===== src/rtl/smram_route_pkg.sv =====
package smram_route_pkg;

  localparam int PA_W = 32;

  // control byte bit positions
  localparam int WC_EN_BIT   = 3;
  localparam int WC_LOCK_BIT = 4;
  localparam int WC_OPEN_BIT = 6;
  localparam int WC_W        = 8;

  typedef enum logic [1:0] {
    RT_DRAM  = 2'b00,
    RT_VIDEO = 2'b01,
    RT_DROP  = 2'b10
  } route_e;

  function automatic logic addr_between(input logic [PA_W-1:0] a,
                                        input logic [PA_W-1:0] lo,
                                        input logic [PA_W-1:0] hi);
    return (a >= lo) && (a <= hi);
  endfunction

  // protected segment outranks the legacy window
  function automatic route_e pick_route(input logic in_seg,
                                        input logic in_win,
                                        input logic smm,
                                        input logic win_en,
                                        input logic win_open);
    if (in_seg) return smm ? RT_DRAM : RT_DROP;
    if (in_win) begin
      if (win_en && (smm || win_open)) return RT_DRAM;
      return RT_VIDEO;
    end
    return RT_DRAM;
  endfunction

  // lock write forces the open bit low
  function automatic logic [WC_W-1:0] ctl_store(input logic [WC_W-1:0] wd);
    logic [WC_W-1:0] v;
    v = wd;
    if (wd[WC_LOCK_BIT]) v[WC_OPEN_BIT] = 1'b0;
    return v;
  endfunction

endpackage


===== src/rtl/smram_cfg_regs.sv =====
module smram_cfg_regs
  import smram_route_pkg::*;
#(
  parameter int              AW      = PA_W,
  parameter int              GRAN_W  = 20,
  parameter logic [AW-1:0]   SEG_TOP = 32'hAB80_0000
) (
  input  logic            clk,
  input  logic            rst_n,
  input  logic            cfg_we,
  input  logic            cfg_sel,
  input  logic [AW-1:0]   cfg_wdata,
  output logic [AW-1:0]   cfg_rdata,
  output logic [WC_W-1:0] win_ctl,
  output logic [AW-1:0]   seg_base,
  output logic            seg_lock,
  output logic            ctl_wr_take,
  output logic            seg_wr_take
);
  localparam int BASE_W = AW - GRAN_W;
  localparam logic [BASE_W-1:0] BASE_RST = SEG_TOP[AW-1:GRAN_W];

  logic [WC_W-1:0]   ctl_q;
  logic [BASE_W-1:0] base_q;
  logic              lock_q;

  assign ctl_wr_take = cfg_we && !cfg_sel && !ctl_q[WC_LOCK_BIT];
  assign seg_wr_take = cfg_we &&  cfg_sel && !lock_q;

  always_ff @(posedge clk or negedge rst_n) begin
    if (!rst_n) begin
      ctl_q <= '0;
    end else if (ctl_wr_take) begin
      ctl_q <= ctl_store(cfg_wdata[WC_W-1:0]);
    end
  end

  always_ff @(posedge clk or negedge rst_n) begin
    if (!rst_n) begin
      base_q <= BASE_RST;
      lock_q <= 1'b0;
    end else if (seg_wr_take) begin
      base_q <= cfg_wdata[AW-1:GRAN_W];
      lock_q <= cfg_wdata[0];
    end
  end

  assign win_ctl  = ctl_q;
  assign seg_base = {base_q, {GRAN_W{1'b0}}};
  assign seg_lock = lock_q;

  always_comb begin
    if (cfg_sel) cfg_rdata = {base_q, {(GRAN_W-1){1'b0}}, lock_q};
    else         cfg_rdata = {{(AW-WC_W){1'b0}}, ctl_q};
  end
endmodule


===== src/rtl/smram_req_stage.sv =====
module smram_req_stage
  import smram_route_pkg::*;
#(
  parameter int AW = PA_W
) (
  input  logic          clk,
  input  logic          rst_n,
  input  logic          req_valid,
  input  logic [AW-1:0] req_addr,
  input  logic          req_write,
  input  logic          req_smm,
  output logic          q_valid,
  output logic [AW-1:0] q_addr,
  output logic          q_write,
  output logic          q_smm
);
  always_ff @(posedge clk or negedge rst_n) begin
    if (!rst_n) q_valid <= 1'b0;
    else        q_valid <= req_valid;
  end

  always_ff @(posedge clk or negedge rst_n) begin
    if (!rst_n) begin
      q_addr  <= '0;
      q_write <= 1'b0;
      q_smm   <= 1'b0;
    end else if (req_valid) begin
      q_addr  <= req_addr;
      q_write <= req_write;
      q_smm   <= req_smm;
    end
  end
endmodule


===== src/rtl/smram_route_logic.sv =====
module smram_route_logic
  import smram_route_pkg::*;
#(
  parameter int            AW        = PA_W,
  parameter logic [AW-1:0] WIN_LO    = 32'h000A_0000,
  parameter logic [AW-1:0] WIN_HI    = 32'h000B_FFFF,
  parameter logic [AW-1:0] SEG_TOP   = 32'hAB80_0000
) (
  input  logic            q_valid,
  input  logic [AW-1:0]   q_addr,
  input  logic            q_write,
  input  logic            q_smm,
  input  logic [WC_W-1:0] win_ctl,
  input  logic [AW-1:0]   seg_base,
  output logic [1:0]      route,
  output logic            wr_en,
  output logic            fill_ones,
  output logic            hit_win,
  output logic            hit_seg
);
  route_e r;

  assign hit_win = addr_between(q_addr, WIN_LO, WIN_HI);
  assign hit_seg = (q_addr >= seg_base) && (q_addr < SEG_TOP);

  always_comb begin
    r = pick_route(hit_seg, hit_win, q_smm,
                   win_ctl[WC_EN_BIT], win_ctl[WC_OPEN_BIT]);
  end

  assign route     = r;
  assign wr_en     = q_valid &&  q_write && (r != RT_DROP);
  assign fill_ones = q_valid && !q_write && (r == RT_DROP);
endmodule


===== src/rtl/smram_route_dec.sv =====
module smram_route_dec
  import smram_route_pkg::*;
#(
  parameter int            AW      = PA_W,
  parameter int            GRAN_W  = 20,
  parameter logic [AW-1:0] WIN_LO  = 32'h000A_0000,
  parameter logic [AW-1:0] WIN_HI  = 32'h000B_FFFF,
  parameter logic [AW-1:0] SEG_TOP = 32'hAB80_0000
) (
  input  logic          clk,
  input  logic          rst_n,
  input  logic          cfg_we,
  input  logic          cfg_sel,
  input  logic [AW-1:0] cfg_wdata,
  output logic [AW-1:0] cfg_rdata,
  input  logic          req_valid,
  input  logic [AW-1:0] req_addr,
  input  logic          req_write,
  input  logic          req_smm,
  output logic          rsp_valid,
  output logic [AW-1:0] rsp_addr,
  output logic [1:0]    rsp_route,
  output logic          rsp_wr_en,
  output logic          rsp_fill_ones
);
  logic [WC_W-1:0] win_ctl;
  logic [AW-1:0]   seg_base;
  logic            seg_lock;
  logic            ctl_wr_take;
  logic            seg_wr_take;
  logic            q_valid;
  logic [AW-1:0]   q_addr;
  logic            q_write;
  logic            q_smm;
  logic            hit_win;
  logic            hit_seg;

  smram_cfg_regs #(.AW(AW), .GRAN_W(GRAN_W), .SEG_TOP(SEG_TOP)) u_regs (
    .clk(clk), .rst_n(rst_n), .cfg_we(cfg_we), .cfg_sel(cfg_sel),
    .cfg_wdata(cfg_wdata), .cfg_rdata(cfg_rdata), .win_ctl(win_ctl),
    .seg_base(seg_base), .seg_lock(seg_lock),
    .ctl_wr_take(ctl_wr_take), .seg_wr_take(seg_wr_take)
  );

  smram_req_stage #(.AW(AW)) u_req (
    .clk(clk), .rst_n(rst_n), .req_valid(req_valid), .req_addr(req_addr),
    .req_write(req_write), .req_smm(req_smm), .q_valid(q_valid),
    .q_addr(q_addr), .q_write(q_write), .q_smm(q_smm)
  );

  smram_route_logic #(.AW(AW), .WIN_LO(WIN_LO), .WIN_HI(WIN_HI),
                      .SEG_TOP(SEG_TOP)) u_route (
    .q_valid(q_valid), .q_addr(q_addr), .q_write(q_write), .q_smm(q_smm),
    .win_ctl(win_ctl), .seg_base(seg_base), .route(rsp_route),
    .wr_en(rsp_wr_en), .fill_ones(rsp_fill_ones),
    .hit_win(hit_win), .hit_seg(hit_seg)
  );

  assign rsp_valid = q_valid;
  assign rsp_addr  = q_addr;
endmodule


===== config.mk =====
export PLATFORM = sky130hd
export DESIGN_NAME = smram_route_dec
export DESIGN_NICKNAME = d
export VERILOG_FILES = /design/src/rtl/smram_route_pkg.sv /design/src/rtl/smram_cfg_regs.sv /design/src/rtl/smram_req_stage.sv /design/src/rtl/smram_route_logic.sv /design/src/rtl/smram_route_dec.sv
export SDC_FILE = /design/constraint.sdc
export NUM_CORES = 1
export LEC_CHECK = 0
export BUFFER_PORTS_ARGS = -buffer_cell sky130_fd_sc_hd__buf_2
export CORE_ASPECT_RATIO = 2
export CORE_MARGIN = 8
export CORE_UTILIZATION = 35
export CTS_CLUSTER_SIZE = 40
export DETAILED_ROUTE_END_ITERATION = 7
export HOLD_SLACK_MARGIN = 0.15
export PLACE_DENSITY = 0.64
export RECOVER_POWER = 50
export SETUP_SLACK_MARGIN = 0.5
export SLEW_MARGIN = 0
export SYNTH_ARGS = -nofsm -noshare
export SYNTH_HDL_FRONTEND = slang
export SYNTH_SLANG_ARGS = --single-unit

===== constraint.sdc =====
create_clock -name clk -period 6.44 [get_ports clk]
set_input_delay 0.966 -clock clk [delete_from_list [all_inputs] [get_ports clk]]
set_output_delay 0.966 -clock clk [all_outputs]
set_load 0.01 [all_outputs]

==> results.txt, run 1 <==
* Setup repair after global routing missed its margin: no
* Count of flip-flops with a built-in enable after synthesis: 0
* Final Core Density: a little under half
- Excluding fillers, the count of instances in the completed layout stands at between 400 and 500.
- In this run the remaining antenna-violating nets after routing total 0.
* Mapped Avg Cell Area: around 13 um^2
- Data required, critical path: between 5000 and 6000 ps
- The worst setup path is of the flip-flop to primary output kind.
- Initial core utilization: a little over a third
* Core footprint: 0.007828 mm^2
- Pre-CTS WS: about 3300 ps
* Area of the die: ~0.011 mm^2
- Hold Crit Start: u_regs.seg_lock
* Wire length of the first global-routing pass: between 10000 and 15000 um
- The number of antenna diodes in the final layout is 0.
* Share of cells above drive strength 1: between 50% and 60%
- Peak supply drop: 0.2359 mV
* Count of routing violations after the opening detailed-route iteration: around 80
- The worst pin sits at a relative slew slack of -93.70%.
* Terminus of the critical flop-to-flop path: u_regs.win_ctl[3]
* Violated checks: max-capacitance violations, max-slew violations
- IO Count: 140
- The clock net in this run drives a total of 56 sinks.
- After synthesis the netlist holds a flip-flop and latch count of 56.
- Of the available clock period, the critical path in the final layout requires about 54%.
- Kind of path behind the tightest hold check: flip-flop to flip-flop
* Number of pins exceeding their max-slew limit in the final report: 94
* Async SR Flop Fraction: 100.0%
- Largest fanout on the critical path: 4
- Net count of the finished layout: approximately 420
* Total of endpoints with negative setup slack in the final report: 0
- For this run, design rule violations remaining after detail routing come to 0.
- Subtracting the final worst setup slack from the clock period gives between 3000 and 4000 ps.
- Tightest Pin Transition: slightly below 3000 ps
- Summing all multi-input logic gate instances after layout gives 0.001239 mm^2.
* Sequential cell area fraction in the yosys report: between 50 and 60%
- Source-to-sink clock delay at the later pin of the worst-skew pair: 290 ps
* Clock tree from TritonCTS: yes
- Vias: about 2100
- In the final layout, flip-flops and latches occupy 0.001409 mm^2.
- Static timing analysis puts the maximum clock frequency at slightly below 300 MHz.
- Worst clock skew: 4.279 ps
- Summed over all cells, the static leakage comes to about 0.0017 uW.
- Final HPWL DP: 5749 um
* Antenna violations before repair: 0
* Setup slack of the worst register-to-register path: roughly 4600 ps
- The floorplan has 46 rows.
- In the routed layout, each cell is associated on average with a via count of roughly 4.8.
- sky130_fd_sc_hd__dfrtp_1 takes more of the synthesized area than any other cell.
- Yosys warns: 0
* Avg WL per Cell: roughly 17 um
- Number of global-route vias before repair: around 2400
- Hold-fix buffers at CTS: 0
- After routing, the total negative slack on setup checks comes to 0 ps.
- In this run the critical register-to-register path is launched from u_regs.win_ctl[4].
- sky130_fd_sc_hd__mux2_2 is the most common cell in the netlist.
- Cell at the root of the clock tree: sky130_fd_sc_hd__clkbuf_16
- The run finished, with violations left.
- The final count of hold timing violations is 0.
- Once layout is done, the placed cells without fillers occupy roughly 0.0036 mm^2.
- PD cells: a little over 300 mW/mm^2
* Synth cell types: 36
* Post-Route WL: 7313 um
- R2R cell count: 2
- Floorplan die width: slightly below 80 um
- In this run the cell area measured after placement is 0.003405 mm^2.
- Routability Congestion: ~0.81
* Synthesized netlist cell count: about 220
* Quantity of I/O buffers inserted on ports: around 120
- For this run, the detailed router's first-pass iteration total came to 4.
- Post-layout worst setup margin: ~3000 ps
- The cell area that synthesis handed to floorplanning was ~0.0028 mm^2.
* Startpoint Class: flip-flop
- Post-synth top flop: sky130_fd_sc_hd__dfrtp_1
- Worst hold path cell count: 1
* Pin count of the biggest net entering global routing: 57
- After filler insertion, the fill cell instance count of the layout stands at around 790.
- After clock tree synthesis, the setup repair step added 0 buffers.
- Count of instances resized after the clock tree is built: 0
* H-tree level count: 2
- Critical Path Sink Type: primary output
* Commonest cells in the synthesized netlist: sky130_fd_sc_hd__mux2_2 (52), sky130_fd_sc_hd__dfrtp_1 (50), sky130_fd_sc_hd__inv_1 (13)
- By area the synthesized netlist is led by sky130_fd_sc_hd__dfrtp_1 (45%), sky130_fd_sc_hd__mux2_2 (21%), sky130_fd_sc_hd__dfstp_2 (5.7%).
- Worst EP arrival: approximately 2500 ps
- In this run, CTS created clock tree buffers numbering 5.
* Clock buffer depth: 2
- GRT Total Usage: approximately an eighth
* Synthesis-to-layout area growth: 27.87%
- Proportion of netlist area held by the largest area contributor: about 45%
- Worst Hold Endpoint: u_regs.seg_lock
- Clock-pin slew of the registers on the worst-case setup and hold paths: 70 ps
* Residual overflow from global routing: 0
- Once placement completed, the tool counted placed cells totaling 421.
* Max-cap violations: 2
- From bottom edge to top edge, the die measures between 100 and 150 um.
## worst max-delay path by stage
stage	slack, ps	end	from	cells past startpoint
final	2970	rsp_fill_ones	u_req.q_addr[20]	8
after global routing	2460	u_regs.base_q[10]	rst_n	2
after CTS	2920	rsp_route[0]	u_regs.base_q[5]	8
after detailed placement	3250	rsp_route[0]	u_regs.base_q[5]	8
after global placement	3280	rsp_route[0]	u_regs.base_q[5]	8
after floorplan	3620	rsp_fill_ones	u_req.q_addr[20]	7
## logic make-up (layout without fill, tap and decap cells)
| family | count (synthesis) | in the layout | synth area share (%) |
|---|---|---|---|
| buffers and inverters | 32 | 137 | 6.033 |
| adder cells (fa/ha/maj) | 12 | 12 | 5.403 |
| flip-flops | 56 | 56 | 50.70 |
| AO/OA/AOI/OAI | 19 | 19 | 5.088 |
| other | 1 | 12 | 0.1349 |
| multiplexers | 52 | 52 | 21.07 |
| AND/OR/NAND/NOR | 45 | 45 | 11.57 |
## cells in the final DEF (no fill, tap or decap), drive strengths merged, types with 2 or more instances in the layout
master  Yosys  layout
conb        1      12
clkbuf      4      23
nor2        3       3
ha         12      12
nor4        6       6
dfrtp      50      50
or4         2       2
buf        15      99
nand4       5       5
nand3b      2       2
a21o        3       3
and2       12      12
nand2       2       2
nor2b       7       7
o21ai       5       5
mux2       52      52
dfstp       6       6
inv        13      13
a21oi       4       4
o41ai       2       2
## layer usage
layer | wire length, um | vias up | track usage (%)
li1 | - | 972 | -
met1 | 3011 | 975 | 15.35
met2 | 3357 | 111 | 20.81
met3 | 866 | 6 | 5.949
met4 | 78 | 0 | 4.228
met5 | 0 | - | 0
## flip-flops by register name (all words and copies together) (netlist names)
| signal | cells |
|---|---|
| u_req.q_addr | 32 |
| u_req.q_smm | 1 |
| u_regs.win_ctl | 8 |
| u_regs.base_q | 12 |
| u_req.q_write | 1 |
| u_regs.seg_lock | 1 |
| u_req.q_valid | 1 |
## where the power goes
group / leakage, uW / switching, uW / internal (uW)
registers: 0.000646 / 55.1 / 429
clock network: 0.0000871 / 121 / 195
logic: 0.000978 / 140 / 149
## critical path: stages (launching register included)
cell and delay, ps:
sky130_fd_sc_hd__dfrtp_1 390, sky130_fd_sc_hd__inv_1 70, sky130_fd_sc_hd__ha_1 280, sky130_fd_sc_hd__nor4bb_1 340, sky130_fd_sc_hd__nand4_1 200, sky130_fd_sc_hd__o41ai_2 350
sky130_fd_sc_hd__o41ai_2 160, sky130_fd_sc_hd__nor4b_2 250, sky130_fd_sc_hd__buf_2 160
## through the flow
step	total power (uW)	hold WS (ps)
final	1088	482.2
after CTS	1109	487.9
after floorplan	664.2	449.3
after detailed placement	786.4	471.1
after global placement	772.0	462.2
after global routing	1160	506.2
## layout make-up
cell class	instances	share of cell area, %
clock buffer	6	3.908
inverter	13	1.373
clock inverter	2	1.092
sequential	56	39.65
multi-input combinational	140	34.86
tap	96	3.380
timing repair buffer	116	15.74
No activity file was read; power rests on OpenSTA's default activity.
==> run 2: changes to the inputs <==
==> constraint.sdc (replaced) <==
create_clock -name clk -period 3.2 [get_ports clk]
set_input_delay 0.48 -clock clk [delete_from_list [all_inputs] [get_ports clk]]
set_output_delay 0.48 -clock clk [all_outputs]
set_load 0.01 [all_outputs]
==> run 2 against run 1 <==
Effect of this change: clock power rose by 77%; largest cell class unchanged; die area is the same; the flow still finishes with violations (max-capacitance violations, max-slew violations); worst setup slack lost 2700 ps; register-to-register slack lost 3200 ps; hold slack got worse by 80 ps; clock skew rose by 1.1 ps; sequential cell count stayed put; via count rose by 3.2%.
==> results.txt, run 2 (synthesis gave the netlist of run 1 again) <==
- Rel. slew slack: -56.62% (was -93.70%)
* Pin count of the biggest net entering global routing: 46 (was 57)
* Register with the highest flop count: u_req.q_addr (unchanged)
- Critical path start-end classification: flip-flop to primary output (unchanged)
* Vias: 2130 (was 2064)
- Routability Congestion: 0.7983 (was 0.8130)
* Final Instance Count excl. Fillers: 437 (was 429)
* Worst clock skew: 5.348 ps (was 4.279 ps)
- The total wire length came to 7661 um (was 7313 um).
- Category of cells accounting for the largest share of critical-path delay: flip-flops (was simple AND/OR/NAND/NOR gates)
- The HPWL after detailed placement is 5859 um (was 5749 um).
- Source-to-sink clock delay at the later pin of the worst-skew pair: 300 ps (was 290 ps)
- Bufs and invs on worst path: 3 (was 2)
- The initial cell density of the core is 35.50% (unchanged).
* Area of the die: 0.01122 mm^2 (unchanged)
- Number of failing hold endpoints at the final stage: 0 (unchanged)
- Run status: finished with violations (unchanged).
- The aggregate negative setup slack came to 0 ps (unchanged).
* Number of core rows: 46 (unchanged)
- The number of endpoints failing setup at the final stage came to 0 (unchanged).
- Antenna violations before repair: 0 (unchanged)
- The flip-flop count of the largest register, all copies and words added was 32 (unchanged).
- The total inserted antenna cells was 0 (unchanged).
* IO Count: 140 (unchanged)
- The number of iterations in the first detailed-routing pass came to 4 (unchanged).
* Max-cap violations: 2 (unchanged)
- Clock tree from TritonCTS: yes (unchanged)
* Launching point of the worst reg2reg path: u_regs.win_ctl[4] (unchanged)
- Most frequent cells in the layout: sky130_fd_sc_hd__buf_2 (104), sky130_fd_sc_hd__mux2_2 (52), sky130_fd_sc_hd__dfrtp_1 (49) (was sky130_fd_sc_hd__buf_2 (99), sky130_fd_sc_hd__mux2_2 (52), sky130_fd_sc_hd__dfrtp_1 (50)).
- Worst Hold Endpoint: u_regs.win_ctl[4] (was u_regs.seg_lock)
- Startpoint Class: flip-flop (unchanged)
* Data required, critical path: 2720 ps (was 5470 ps)
- The maximum fanout along the worst path was 4 (unchanged).
- GRT Total Usage: 13.79% (was 13.17%)
- The final worst-path setup slack is 298.5 ps (was 2969 ps).
- The largest stage delay on the critical path came to 540 ps (was 390 ps).
* Pre-CTS WS: 498.2 ps (was 3254 ps)
- Number of pins exceeding their max-slew limit in the final report: 83 (was 94)
- Number of global-route vias before repair: 2447 (was 2404)
- The fraction of final layout cells sized beyond drive strength 1 is 58.94% (was 51.65%).
- Sinks on Clock Net: 56 (unchanged)
- The quantity of I/O buffers inserted on ports was 115 (unchanged).
- The capturing point of the worst reg2reg path was u_regs.win_ctl[7] (was u_regs.win_ctl[3]).
- Most frequent standard cell in the layout excluding fill and tap cells: sky130_fd_sc_hd__buf_2 (unchanged)
- The first-pass GRT wire length came to 12390 um (was 11790 um).
* Ordered cell list for the critical path: inv_2 > ha_4 > nand4_1 > buf_4 > a211oi_2 > o41ai_4 > nor4b_2 > buf_2 (was inv_1 > ha_1 > nor4bb_1 > nand4_1 > o41ai_2 > o41ai_2 > nor4b_2 > buf_2)
- Setup slack of the worst register-to-register path: 1380 ps (was 4600 ps)
- Detailed-route vias per instance: 4.874 (was 4.811)
* Total Power: 2234 uW (was 1088 uW)
- The number of DRC markers after the initial detailed-route iteration is 58 (was 81).
- The final critical path takes up between 90 and 100% of the cycle.
- The number of cells after detailed placement came to 421 (unchanged).
- The chip height was 142.0 um (unchanged).
- The width of the chip was 79.01 um (unchanged).
* Highest achievable clock rate: ~340 MHz
- The layout-stage area growth over the synthesis result is 33.99% (was 27.87%).
- The area of the core region is 0.007828 mm^2 (unchanged).
- The worst min-delay path startpoint is cfg_wdata[4] (was u_regs.seg_lock).
* Worst hold path cell count: 2 (was 1)
- Residual overflow from global routing: 0 (unchanged)
- Clock-pin slew of the registers on the worst-case setup and hold paths: 70 ps (about the same)
- The transition time at the pin with the least slew margin is 2349 ps (was 2906 ps).
- Kind of path behind the tightest hold check: input pin to flip-flop (was flip-flop to flip-flop)
- The H-tree level count is 2 (unchanged).
- Worst EP arrival: 2420 ps (was 2500 ps)
- PD cells: 600.0 mW/mm^2 (was 306.2 mW/mm^2)
* Peak supply drop: 0.3992 mV (was 0.2359 mV)
- Setup repair after global routing missed its margin: yes (was no)
- Static Leak: 0.001778 uW (was 0.001711 uW)
- Post-detailed-route DRC marker count: 0 (unchanged)
- Minimum clock period: between 2000 and 3000 ps
- The capturing element type of the critical path is a primary output (unchanged).
- R2R cell count: 2 (unchanged)
- Net count of the finished layout: 423 (was 415)
- The root buffer selected by CTS is sky130_fd_sc_hd__clkbuf_16 (unchanged).
* Critical path's slowest cell: sky130_fd_sc_hd__dfstp_2 (was sky130_fd_sc_hd__dfrtp_1)
- Avg WL per Cell: 17.53 um (was 17.05 um)
* Number of buffers created by CTS: 5 (unchanged)
* Clock buffer depth: 2 (unchanged)
- The number of nets with antenna violations after routing was 0 (unchanged).
* Violated checks: max-capacitance violations, max-slew violations (unchanged)
==> run 2: timing repair <==
action / CTS / global route
pin swaps: 5 / 1
hold buffers: 0 / 0
gates resized for setup: 11 / 8
buffers inserted: 4 / 4
endpoints found under the setup margin: 4 / 4
==> run 2: worst reg2reg max path: stages, from the launching register on <==
cell and delay [ps]:
sky130_fd_sc_hd__dfrtp_1 390, sky130_fd_sc_hd__nor3b_1 890, sky130_fd_sc_hd__mux2_2 420
==> run 2: cell type report <==
| class | count | area, um^2 |
|---|---|---|
| clock buffer | 6 | 138.9 |
| clock inverter | 2 | 15.01 |
| fill | 746 | 4104 |
| inverter | 13 | 48.80 |
| multi-input combinational | 140 | 1365 |
| sequential | 56 | 1410 |
| tap | 96 | 120.1 |
| timing repair buffer | 124 | 625.6 |
==> run 2: report_power, final <==
part           switching [uW]  internal [uW]  leakage (uW)  total [uW]
clock                     247            312     0.0000691         558
combinational             325            369       0.00106         695
sequential                118            864      0.000645         981
total                     690           1540       0.00178        2230
==> run 2: worst max path at each step <==
stage | start | endpoint | slack [ps] | depth (start not counted)
after floorplan | u_req.q_addr[20] | rsp_fill_ones | 860 | 7
after global placement | u_regs.base_q[5] | rsp_route[0] | 540 | 8
after detailed placement | u_regs.base_q[5] | rsp_route[0] | 500 | 8
after CTS | u_regs.base_q[5] | rsp_route[0] | 330 | 8
after global routing | u_regs.base_q[11] | rsp_fill_ones | 180 | 8
final | u_regs.base_q[9] | rsp_fill_ones | 300 | 8
==> run 2: stage by stage <==
| step | cell area [um^2] | util (%) | hold slack [ps] |
|---|---|---|---|
| after CTS | 3666 | 46.84 | 385.9 |
| final | 3724 | 47.57 | 402.2 |
| after global routing | 3724 | 47.57 | 403.5 |
| after detailed placement | 3405 | 43.49 | 479.0 |
| after floorplan | 2820 | - | 184.4 |
| after global placement | 3405 | 43.49 | 462.3 |
==> run 2: metal layers <==
metal	part of all wire, %	vias up	track usage [%]
met4	1.7	0	4.425
met5	0	-	0
met2	46	106	21.59
li1	-	999	-
met1	41	1017	16.34
met3	11	8	6.076
==> run 3: changes to the inputs <==
--- a/config.mk
+++ b/config.mk
@@ -6,7 +6,7 @@
 export NUM_CORES = 1
 export LEC_CHECK = 0
 export BUFFER_PORTS_ARGS = -buffer_cell sky130_fd_sc_hd__buf_2
-export CORE_ASPECT_RATIO = 2
+export CORE_ASPECT_RATIO = 1.75
 export CORE_MARGIN = 8
 export CORE_UTILIZATION = 35
 export CTS_CLUSTER_SIZE = 40
==> run 3 against run 2 <==
Effect of this change: the flow still finishes with violations (max-capacitance violations, max-slew violations); sequential power down 1%; clock power up 2%; hold slack worse by 12 ps; combinational power down 5.0%; critical path type unchanged; largest power group unchanged; power down 1.6%.
==> results.txt, run 3 (synthesis gave the netlist of run 1 again) <==
- Run status: finished with violations (unchanged).
- Violated checks: max-capacitance violations, max-slew violations (unchanged).
* Met2 routing resource usage after global routing: 24.53% (was 21.59%)
* Worst hold path cell count: 3 (was 2)
* Peak supply drop: 0.4147 mV (was 0.3992 mV)
- Most frequent cells in the layout: sky130_fd_sc_hd__buf_2 (101), sky130_fd_sc_hd__mux2_2 (52), sky130_fd_sc_hd__dfrtp_1 (50) (was sky130_fd_sc_hd__buf_2 (104), sky130_fd_sc_hd__mux2_2 (52), sky130_fd_sc_hd__dfrtp_1 (49)).
* Tightest Pin Transition: 1830 ps (was 2349 ps)
- Worst-case hold slack: 389.7 ps (was 402.2 ps)
- Number of filler cells placed in the layout: 746 (unchanged)
- The flip-flop count of the largest register, all copies and words added was 32 (unchanged).
- The final worst-path setup slack was 285.1 ps (was 298.5 ps).
* Number of iterations in the first detailed-routing pass: 4 (unchanged)
* Cell area reported after detailed placement: 0.003397 mm^2 (was 0.003405 mm^2)
- Routability Congestion: 0.7725 (was 0.7983)
- Max-cap violations: 2 (unchanged)
* Floorplan die width: 83.36 um (was 79.01 um)
* Top Usage Layer GRT: met2 (unchanged)
- The overall global routing resource usage is 13.60% (was 13.79%).
- The met3 usage in global routing came to 5.343% (was 6.076%).
- The arrival time at the worst endpoint came to 2430 ps (was 2420 ps).
* Wire length of the first global-routing pass: 12170 um (was 12390 um)
* Final HPWL DP: 5903 um (was 5859 um)
* Vias: 2072 (was 2130)
- Hold-fix buffers at CTS: 0 (unchanged)
* Cell at the root of the clock tree: sky130_fd_sc_hd__clkbuf_16 (unchanged)
* Clock-pin slew of the registers on the worst-case setup and hold paths: 70 ps (about the same)
- The capturing element type of the critical path was a primary output (unchanged).
- The met1 track utilization from global routing is 13.49% (was 16.34%).
- The aggregate negative setup slack was 0 ps (unchanged).
- The highest clock frequency the design can meet came to 343.1 MHz (was 344.6 MHz).
* Source-to-sink clock delay at the later pin of the worst-skew pair: 300 ps (about the same)
- Register with the highest flop count: u_req.q_addr (unchanged)
- Quantity of I/O buffers inserted on ports: 115 (unchanged)
* Post-Route WL: 7522 um (was 7661 um)
- PD cells: 604.0 mW/mm^2 (was 600.0 mW/mm^2)
- The initial cell density of the core came to 35.62% (was 35.50%).
- Data required, critical path: 2720 ps (about the same)
- The class of the most critical setup path is flip-flop to primary output (unchanged).
- The final count of hold timing violations is 0 (unchanged).
- The clock tree from TritonCTS was yes (unchanged).
- The count of pins on the block boundary is 140 (unchanged).
* Number of core rows: 43 (was 46)
- The area of the core region is 0.007801 mm^2 (was 0.007828 mm^2).
- Startpoint Class: flip-flop (unchanged)
* H-tree level count: 2 (unchanged)
- The clock tree skew after final layout was 7.698 ps (was 5.348 ps).
* Kind of path behind the tightest hold check: input pin to flip-flop (unchanged)
* Count of routing violations after the opening detailed-route iteration: 81 (was 58)
- Total of endpoints with negative setup slack in the final report: 0 (unchanged)
- Number of global-route vias before repair: 2344 (was 2447)
- The chip height came to 133.9 um (was 142.0 um).
- The number of nets with antenna violations after routing was 0 (unchanged).
- The total clock sinks came to 56 (unchanged).
* Rel. slew slack: -22.00% (was -56.62%)
- Portion of the clock cycle consumed by the worst path in the final layout: 91.09% (was 90.67%)
- The layout-stage area growth over the synthesis result came to 30.98% (was 33.99%).
- The pin count of the biggest net entering global routing is 37 (was 46).
* Antenna violations before repair: 0 (unchanged)
* Most frequent standard cell in the layout excluding fill and tap cells: sky130_fd_sc_hd__buf_2 (unchanged)
* Share of cells above drive strength 1: 55.49% (was 58.94%)
- Number of buffers created by CTS: 5 (unchanged)
* R2R cell count: 2 (unchanged)
- Number of pins exceeding their max-slew limit in the final report: 66 (was 83)
- The static leakage power is 0.001746 uW (was 0.001778 uW).
* Clock buffer depth: 2 (unchanged)
* Minimum clock period: 2915 ps (was 2902 ps)
* Antenna diode count: 0 (unchanged)
- The setup slack at placement is 421.2 ps (was 498.2 ps).
- Avg WL per Cell: 17.62 um (was 17.53 um)
* Area of the die: 0.01116 mm^2 (was 0.01122 mm^2)
* Post-detailed-route DRC marker count: 0 (unchanged)
* Total non-filler cell area in the finished layout: 0.003640 mm^2 (was 0.003724 mm^2)
- The post-layout net count came to 419 (was 423).
- Setup repair after global routing missed its margin: yes (unchanged).
- The number of vias per cell is 4.852 (was 4.874).
- The overall overflow remaining after global route came to 0 (unchanged).
- The maximum fanout along the worst path was 4 (unchanged).
-- run 3: final timing paths --
kind | from | to | slack [ps]
max in group asynchronous | rst_n | u_regs.seg_lock | 1210
min in group asynchronous | rst_n | u_req.q_addr[28] | 530
worst min-delay path | req_addr[20] | u_req.q_addr[20] | 390
worst max register to register | u_regs.win_ctl[4] | u_regs.win_ctl[1] | 1380
worst max-delay path | u_regs.base_q[9] | rsp_route[0] | 290
worst min register to register | u_regs.seg_lock | u_regs.seg_lock | 480
-- run 3: repair_timing --
action / in CTS / in global routing
cloned: 0 / 0
hold endpoints to repair: 0 / 0
buffers inserted: 4 / 0
pin swaps: 9 / 3
resized for setup: 11 / 1
setup endpoints to repair: 4 / 4
-- run 3: worst max-delay path, stage by stage, from the launching register on --
cell and delay [ps]:
sky130_fd_sc_hd__dfstp_2 550, sky130_fd_sc_hd__inv_2 50, sky130_fd_sc_hd__ha_4 260, sky130_fd_sc_hd__nand4_1 240, sky130_fd_sc_hd__o41ai_4 500, sky130_fd_sc_hd__o41ai_4 140, sky130_fd_sc_hd__and4_1 260, sky130_fd_sc_hd__buf_2 140
-- run 3: area by class of cell --
cell class / instances / area, um^2 / share of cell area [%]
inverters: 13 / 48.80 / 1.341
well taps: 90 / 112.6 / 3.094
multi-input cells: 140 / 1326 / 36.44
repair buffers: 120 / 593.1 / 16.29
clock inverters: 1 / 7.507 / 0.2063
clock buffers: 7 / 142.6 / 3.919
flip-flops and latches: 56 / 1409 / 38.71
-- run 3: where the power goes --
group          total (uW)  internal, uW  switching (uW)
combinational         660           348             312
clock                 567           313             254
sequential            971           863             108
total                2200          1520             674
-- run 3: metal layers --
| layer | routed length, um | share of wire (%) | vias up |
|---|---|---|---|
| met3 | 568 | 7.6 | 10 |
| met5 | 0 | 0 | - |
| met1 | 2729 | 36 | 1007 |
| li1 | - | - | 981 |
| met2 | 4052 | 54 | 74 |
| met4 | 172 | 2.3 | 0 |
-- run 3: through the flow --
| step | util (%) | std cells | total power (uW) |
|---|---|---|---|
| CTS | 46.91 | 427 | 2222 |
| detailed placement | 43.54 | 415 | 1574 |
| global route | 46.66 | 427 | 2337 |
| global placement | 43.54 | 415 | 1551 |
| floorplan | - | 228 | 1337 |
| finish | 46.66 | 427 | 2198 |
